--- config.mk ---
export PLATFORM = sky130hd
export DESIGN_NAME = split_addr_gen
export DESIGN_NICKNAME = d
export VERILOG_FILES = /design/src/rtl/sag_pkg.sv /design/src/rtl/sag_line_addr.sv /design/src/rtl/sag_pan_sel.sv /design/src/rtl/split_addr_gen.sv
export SDC_FILE = /design/constraint.sdc
export NUM_CORES = 1
export LEC_CHECK = 0
export BUFFER_PORTS_ARGS = -buffer_cell sky130_fd_sc_hd__buf_2
export CORE_MARGIN = 1.5
export CORE_UTILIZATION = 57
export DETAILED_ROUTE_END_ITERATION = 7
export GPL_TIMING_DRIVEN = 0
export PLACE_DENSITY = 0.86
export SLEW_MARGIN = 20
export SYNTH_ARGS = -nofsm -noshare
export SYNTH_HDL_FRONTEND = slang
export SYNTH_SLANG_ARGS = --single-unit
--- constraint.sdc ---
create_clock -name clk -period 5.5 [get_ports clk]
set_input_delay 0.55 -clock clk [delete_from_list [all_inputs] [get_ports clk]]
set_output_delay 0.55 -clock clk [all_outputs]
set_load 0.03 [all_outputs]
--- src/rtl/sag_pkg.sv ---
// Package: shared selector type for the split-screen address generator.
// Assumes nothing beyond a synthesizable enum encoding.
package sag_pkg;
    // Which source feeds the next line base at a line start.
    typedef enum logic [1:0] {
        BASE_HOLD  = 2'd0,
        BASE_FRAME = 2'd1,
        BASE_STEP  = 2'd2,
        BASE_SPLIT = 2'd3
    } base_src_e;
endpackage

--- src/rtl/sag_line_addr.sv ---
// Module: sag_line_addr
// Holds the line base and per-byte address. At a line start both load
// the base picked by base_src; a byte strobe alone increments the byte
// address. Assumes ADDR_W exceeds PITCH_W + 1 so the doubled pitch fits.
module sag_line_addr #(
    parameter int ADDR_W  = 16,
    parameter int PITCH_W = 8
) (
    input  logic                  clk,
    input  logic                  rst_n,
    input  logic                  line_start,
    input  logic                  char_strobe,
    input  sag_pkg::base_src_e    base_src,
    input  logic [ADDR_W-1:0]     frame_base,
    input  logic [PITCH_W-1:0]    pitch_words,
    output logic [ADDR_W-1:0]     line_base,
    output logic [ADDR_W-1:0]     char_addr
);
    import sag_pkg::*;

    localparam int STEP_W = PITCH_W + 1;

    logic [STEP_W-1:0] step_raw;
    logic [ADDR_W-1:0] step_bytes;
    logic [ADDR_W-1:0] next_base;

    // Pitch is counted in words, so one line is twice that many bytes.
    assign step_raw   = {pitch_words, 1'b0};
    assign step_bytes = ADDR_W'(step_raw);

    // Select the base the next line starts from.
    always_comb begin
        unique case (base_src)
            BASE_FRAME: next_base = frame_base;
            BASE_STEP:  next_base = line_base + step_bytes;
            BASE_SPLIT: next_base = '0;
            default:    next_base = line_base;
        endcase
    end

    // Register line base and byte address; line start wins over a strobe.
    always_ff @(posedge clk) begin
        if (!rst_n) begin
            line_base <= '0;
            char_addr <= '0;
        end else if (line_start) begin
            line_base <= next_base;
            char_addr <= next_base;
        end else if (char_strobe) begin
            char_addr <= char_addr + 1'b1;
        end
    end
endmodule

--- src/rtl/sag_pan_sel.sv ---
// Module: sag_pan_sel
// Captures the host pan value and suppression bit while retrace is high,
// then updates the serializer shift only at line starts. Assumes the
// caller says whether the starting line lies in the lower region.
module sag_pan_sel #(
    parameter int PAN_W = 3
) (
    input  logic             clk,
    input  logic             rst_n,
    input  logic             vretrace,
    input  logic [PAN_W-1:0] fine_pan,
    input  logic             pan_suppress,
    input  logic             line_start,
    input  logic             lower_line,
    output logic [PAN_W-1:0] pan_shift
);
    logic [PAN_W-1:0] pan_held;
    logic             supp_held;

    // Shadow copy of host pan controls, refreshed only in retrace.
    always_ff @(posedge clk) begin
        if (!rst_n) begin
            pan_held  <= '0;
            supp_held <= 1'b0;
        end else if (vretrace) begin
            pan_held  <= fine_pan;
            supp_held <= pan_suppress;
        end
    end

    // Apply the held shift at line starts, zeroed in a suppressed lower region.
    always_ff @(posedge clk) begin
        if (!rst_n) begin
            pan_shift <= '0;
        end else if (line_start) begin
            pan_shift <= (lower_line && supp_held) ? '0 : pan_held;
        end
    end
endmodule

--- src/rtl/split_addr_gen.sv ---
// Module: split_addr_gen (top)
// Generates line base, byte fetch address and fine shift for a display
// split into an upper region (programmable start) and a lower region
// (fixed at address 0) beginning at a compare line. Assumes frame_start
// never coincides with line_start, and vretrace is low while lines run.
module split_addr_gen #(
    parameter int ADDR_W  = 16,
    parameter int PITCH_W = 8,
    parameter int LINE_W  = 10,
    parameter int PAN_W   = 3
) (
    input  logic               clk,
    input  logic               rst_n,
    input  logic               frame_start,
    input  logic               line_start,
    input  logic               char_strobe,
    input  logic               vretrace,
    input  logic [LINE_W-1:0]  line_num,
    input  logic [ADDR_W-1:0]  start_addr,
    input  logic [PITCH_W-1:0] pitch_words,
    input  logic [LINE_W-1:0]  split_line,
    input  logic [PAN_W-1:0]   fine_pan,
    input  logic               pan_suppress,
    output logic [ADDR_W-1:0]  line_base,
    output logic [ADDR_W-1:0]  char_addr,
    output logic [PAN_W-1:0]   pan_shift,
    output logic               split_region
);
    import sag_pkg::*;

    logic [ADDR_W-1:0] frame_base;
    logic              split_hit;
    logic              lower_line;
    base_src_e         base_src;

    // Frame start address, captured once per frame.
    always_ff @(posedge clk) begin
        if (!rst_n) begin
            frame_base <= '0;
        end else if (frame_start) begin
            frame_base <= start_addr;
        end
    end

    assign split_hit  = line_start && (line_num == split_line);
    assign lower_line = split_region || split_hit;

    // Lower-region flag: set at the compare line, cleared per frame.
    always_ff @(posedge clk) begin
        if (!rst_n) begin
            split_region <= 1'b0;
        end else if (frame_start) begin
            split_region <= 1'b0;
        end else if (split_hit) begin
            split_region <= 1'b1;
        end
    end

    // Pick the base source; the compare line outranks line 0.
    always_comb begin
        if (!line_start)
            base_src = BASE_HOLD;
        else if (split_hit)
            base_src = BASE_SPLIT;
        else if (line_num == '0)
            base_src = BASE_FRAME;
        else
            base_src = BASE_STEP;
    end

    sag_line_addr #(
        .ADDR_W  (ADDR_W),
        .PITCH_W (PITCH_W)
    ) u_line_addr (
        .clk         (clk),
        .rst_n       (rst_n),
        .line_start  (line_start),
        .char_strobe (char_strobe),
        .base_src    (base_src),
        .frame_base  (frame_base),
        .pitch_words (pitch_words),
        .line_base   (line_base),
        .char_addr   (char_addr)
    );

    sag_pan_sel #(
        .PAN_W (PAN_W)
    ) u_pan_sel (
        .clk          (clk),
        .rst_n        (rst_n),
        .vretrace     (vretrace),
        .fine_pan     (fine_pan),
        .pan_suppress (pan_suppress),
        .line_start   (line_start),
        .lower_line   (lower_line),
        .pan_shift    (pan_shift)
    );
endmodule

After elaboration in Yosys (flattened, before gate mapping). Cells that the tools add are included. Widths: inputs -> output; s select.

Register bits after elaboration: 56. Bits of input ports: 54. Output and inout bits: 36.

Add/subtract/negate cells: 2. Eq/ne operators: 4. Mux-type cells: 7. Bitwise operators: 1. Reduce and logical (&&, ||, !) cells: 6.

Operator list (count): $pmux 16 s3 (1); $mux 16 (2); $add 16x1->16 const B (1); $add 16x9->16 (1); $eq 10x10->1 (1); $logic_not 10->1 (1); $mux 2 (3); $eq 2x2->1 const B (2); $mux 3 (1); $eq 2x1->1 const B (1); $logic_and 1x1->1 (2); $reduce_bool 2->1 (1); $reduce_or 2->1 (1); $logic_or 1x1->1 (1); $not 1->1 (1).

Depth between registers and ports, before layout.
Depth in word-level cells: 7. Depth in mapped cells: 9. Mapped depth without buffers: 9.

By module. Synthesis repeated with hierarchy kept, for this count alone.

Cell total of the unflattened synthesis: 412. Area, all modules: 3577.2 µm².

Modules (own cells, without submodules): sag_line_addr (instances 1, cells each 310, area an instance 2499.9 µm²); split_addr_gen (instances 1, cells each 76, area an instance 800.8 µm²); sag_pan_sel (instances 1, cells each 26, area an instance 276.5 µm²).

Worst setup path after synthesis. OpenSTA, ideal clock, no wires.

Kind: register to register. From: register u_line_addr.line_base[1]. To: register u_line_addr.line_base[11]. Library setup time: 0.131 ns. Arrival: 2.142 ns. Data required time: 5.369 ns. Path slack: 3.227 ns. Stages on the path, launching flop included: 10. Period minus slack after synthesis: 2.273 ns. Cells stage by stage: dfxtp_1 -> ha_1 -> inv_1 -> fa_1 -> nor2b_1 -> o2111ai_1 -> nand4_2 -> nand2_1 -> o311ai_0 -> a32oi_1.

Longest elaborated chain between the ends: 2.

Ends and longest elaborated chain: start, declared (RTL line sag_line_addr.sv:16) `output logic [ADDR_W-1:0] line_base,`; start signal, assigned (RTL line sag_line_addr.sv:47) `line_base <= next_base;`; $add 16x9->16 (RTL line sag_line_addr.sv:35) `BASE_STEP: next_base = line_base + step_bytes;`; $pmux 16 s3 (RTL line sag_line_addr.sv:33) `unique case (base_src)`.

No other way between the ends. A chain may end at the register's enable or synchronous reset.

Worst setup path after layout. Same ends and word-level chain as after synthesis.

==> metrics.csv <==
metric;value;unit
status;completed;
netSwitchingFraction;33.13;%
cts_root_buf;clkbuf_8;
hpwl;6809;µm
drive_above_1_share;25.27;%
use_met2;48.70;%
die_w;78.08;µm
worstPathArrival;2580;ps
hold_buffers;0;
clock_latency;320;ps
gr-usage-all-layers;29.01;%
post-route-drc-count;0;
power.switching;0.3024;mW
synthCells;370;
die_h;78.08;µm
internal-power;0.6103;mW
finish.net_count;526;
met1_usage;37.08;%
yosys_warnings;0;
grt_pass1_vias;3002;
critPathCaptureType;flip-flop;
cts_inserted_buffers;5;
fin_setup_tns;0;ps
cp.required;5700;ps
antennaDiodeCount;0;
ir_drop;0.1796;mV
p_per_area;238.9;nW/µm²
place.gp.congestion;0.9650;
synth_edf_count;0;
slew_viol_final;0;
boundaryPins;90;
power.total;0.9127;mW
cts_tree;done;
hold_path.class;primary input to flip-flop;
io_buffer_count;85;
p_leak;1.730;nW
grt_util_met3;5.465;%
async_flop_share;0;%
cp_slowest_cell;fa_1;
synth_cell_types;63;
cts_setup_buffers;0;
firstDrtPassIters;5;
rsz0062_at_grt;no;
critPathKind;flip-flop to flip-flop;
hold_violations;0;
core_area;5473;µm²
start_util;58.71;%
syn_to_final_growth;18.93;%
worst_slew_pin_slew;701.1;ps
synth_seq_cells;56;
clock_sinks;56;
period_share;43.26;%
netlist_area;3213;µm²
antenna_found_initial;0;
setup.worst_path.start_class;flip-flop;
ys.flop_type;dfxtp_1;
synthTopCellsByArea;dfxtp_1 (35%), mux2i_1 (7.5%), xnor2_1 (6.0%), nor2_1 (5.1%), ha_1 (3.5%);
ant_nets;0;
hold_slack;462.0;ps
yosysSeqAreaShare;34.89;%
die_area;6096;µm²
yosysTopAreaCell;dfxtp_1;
vias;3186;
synth_top_cell_area_share;34.89;%
max-slew-margin-rel;52.90;%
pwr-share-seq;49.7;%
grt.busiest_layer;met2;
grt_max_degree;19;
clockBufferDepth;2;
crit_fanout;7;
cts_resized;0;
htree_levels;2;
syn_nets;434;
clkTransAtPathRegs;100;ps
min_period;2379;ps
drt_iter0_markers;310;
combPwrFrac;24.6;%
fmax;0.4203;GHz
routedWlPerCell;16.37;µm
maxCapViolCount;0;
finClkSkew;4.432;ps
clkPwrFrac;25.7;%
setup_viol;0;
path_cells;ha_1, inv_1, fa_1, nor2b_1, o2111ai_1, nand4_2, nand2_1, o311ai_0, a32oi_1;
slowest_delay;410;ps
syn_area_per_cell;8.684;µm²
grt_pass1_wl;14020;µm
num_rows;27;
routed_wl;8758;µm
viasPerCell;5.955;
overflow;0;
[kinds of logic (layout without fill, tap and decap cells)]
group / Yosys count / count (layout) / share of synthesized area [%]
and+or+nand+nor: 137 / 137 / 22.20
AOI/OAI and AO/OA: 82 / 82 / 18.34
buffers and inverters: 30 / 123 / 4.517
muxes: 24 / 24 / 7.477
adders and majority gates: 10 / 10 / 4.128
DFF: 56 / 56 / 34.89
xor gates and xnor gates: 31 / 31 / 8.450
[area by class of cell]
| cell class | count | area [µm²] |
|---|---|---|
| clock inverters | 3 | 23.77 |
| well taps | 72 | 90.09 |
| repair buffers | 85 | 425.4 |
| flip-flops and latches | 56 | 1121 |
| plain buffers | 18 | 100.1 |
| inverters | 12 | 45.04 |
| clock buffers | 5 | 68.82 |
| multi-input cells | 284 | 1947 |
| fillers | 465 | 1652 |
[power groups by stage]
| stage | Clock, mW | Sequential, mW | Combinational (mW) |
|---|---|---|---|
| CTS | 0.236 | 0.453 | 0.222 |
| global route | 0.254 | 0.457 | 0.244 |
| floorplan | 0 | 0.488 | 0.126 |
| global placement | 0 | 0.461 | 0.214 |
| detailed placement | 0 | 0.463 | 0.220 |
| finish | 0.235 | 0.454 | 0.224 |
[layer usage]
metal | part of all wire [%] | wire length (µm)
met1 | 41 | 3591
met2 | 48 | 4224
met3 | 8.2 | 717
met4 | 2.6 | 225
met5 | 0 | 0
[flip-flops by register name (all words and copies together), names as in the netlist]
name / count
u_pan_sel.pan_held: 3
u_pan_sel.supp_held: 1
u_line_addr.line_base: 16
frame_base: 16
u_line_addr.char_addr: 16
u_pan_sel.pan_shift: 3
split_region: 1
[cell usage after synthesis, types with 2 or more instances]
cell type  instances
nand3_1           18
and4_1             2
buf_1              2
nor2_1            44
o211ai_1           2
buf_2              5
a32o_1             3
xnor2_1           22
nand2_1           29
buf_4              2
nand2b_1           3
nor3_1             5
a21oi_1           12
o21ai_0           19
a211oi_1           2
xor2_1             9
ha_1               9
inv_1             12
nand4_2            2
o311ai_0           2
nor4_2             2
nor4_1             2
o22ai_1            3
a31oi_1            5
a21oi_2            2
nand4_1           13
a32oi_1            2
clkbuf_1           7
dfxtp_1           56
and2_1             2
a21o_1             7
and3_1             6
mux2i_1           24
o21a_1             3
a22o_1             2
o31ai_1            3
[placed cells by master (no fill, tap or decap), types with 6 or more instances in the layout]
cell type / Yosys / layout
inv_1: 12 / 12
nand2_1: 29 / 29
xnor2_1: 22 / 22
a21o_1: 7 / 7
nand3_1: 18 / 18
o21ai_0: 19 / 19
dfxtp_1: 56 / 56
nand4_1: 13 / 13
a21oi_1: 12 / 12
nor2_1: 44 / 44
buf_2: 5 / 90
xor2_1: 9 / 9
ha_1: 9 / 9
clkbuf_1: 7 / 7
and3_1: 6 / 6
mux2i_1: 24 / 24
[per-stage QoR]
step | utilization (%) | instances | worst slack, ps | cell area (µm²)
final | 69.82 | 535 | 3121 | 3821
after floorplan | - | 370 | 3227 | 3213
after global placement | 68.13 | 527 | 2947 | 3729
after global routing | 69.82 | 535 | 2936 | 3821
after detailed placement | 68.13 | 527 | 2924 | 3729
after CTS | 69.82 | 535 | 3172 | 3821
[final timing paths]
check / from / endpoint / slack (ps) / cells past startpoint
worst min register to register: u_line_addr.line_base[6] / u_line_addr.line_base[6] / 480 / 2
worst max-delay path: u_line_addr.line_base[1] / u_line_addr.line_base[11] / 3120 / 9
worst max register to register: u_line_addr.line_base[1] / u_line_addr.line_base[11] / 3120 / 9
worst min-delay path: fine_pan[1] / u_pan_sel.pan_held[1] / 460 / 3
[worst max-delay path: cells and delay by family, from the launching register on]
kind,cells,cell delay (ps)
buf+inv,1,50
simple gates,3,560
compound gates,3,700
flops,1,360
fa+ha+maj,2,580
Power figures use the tool's default switching activity.
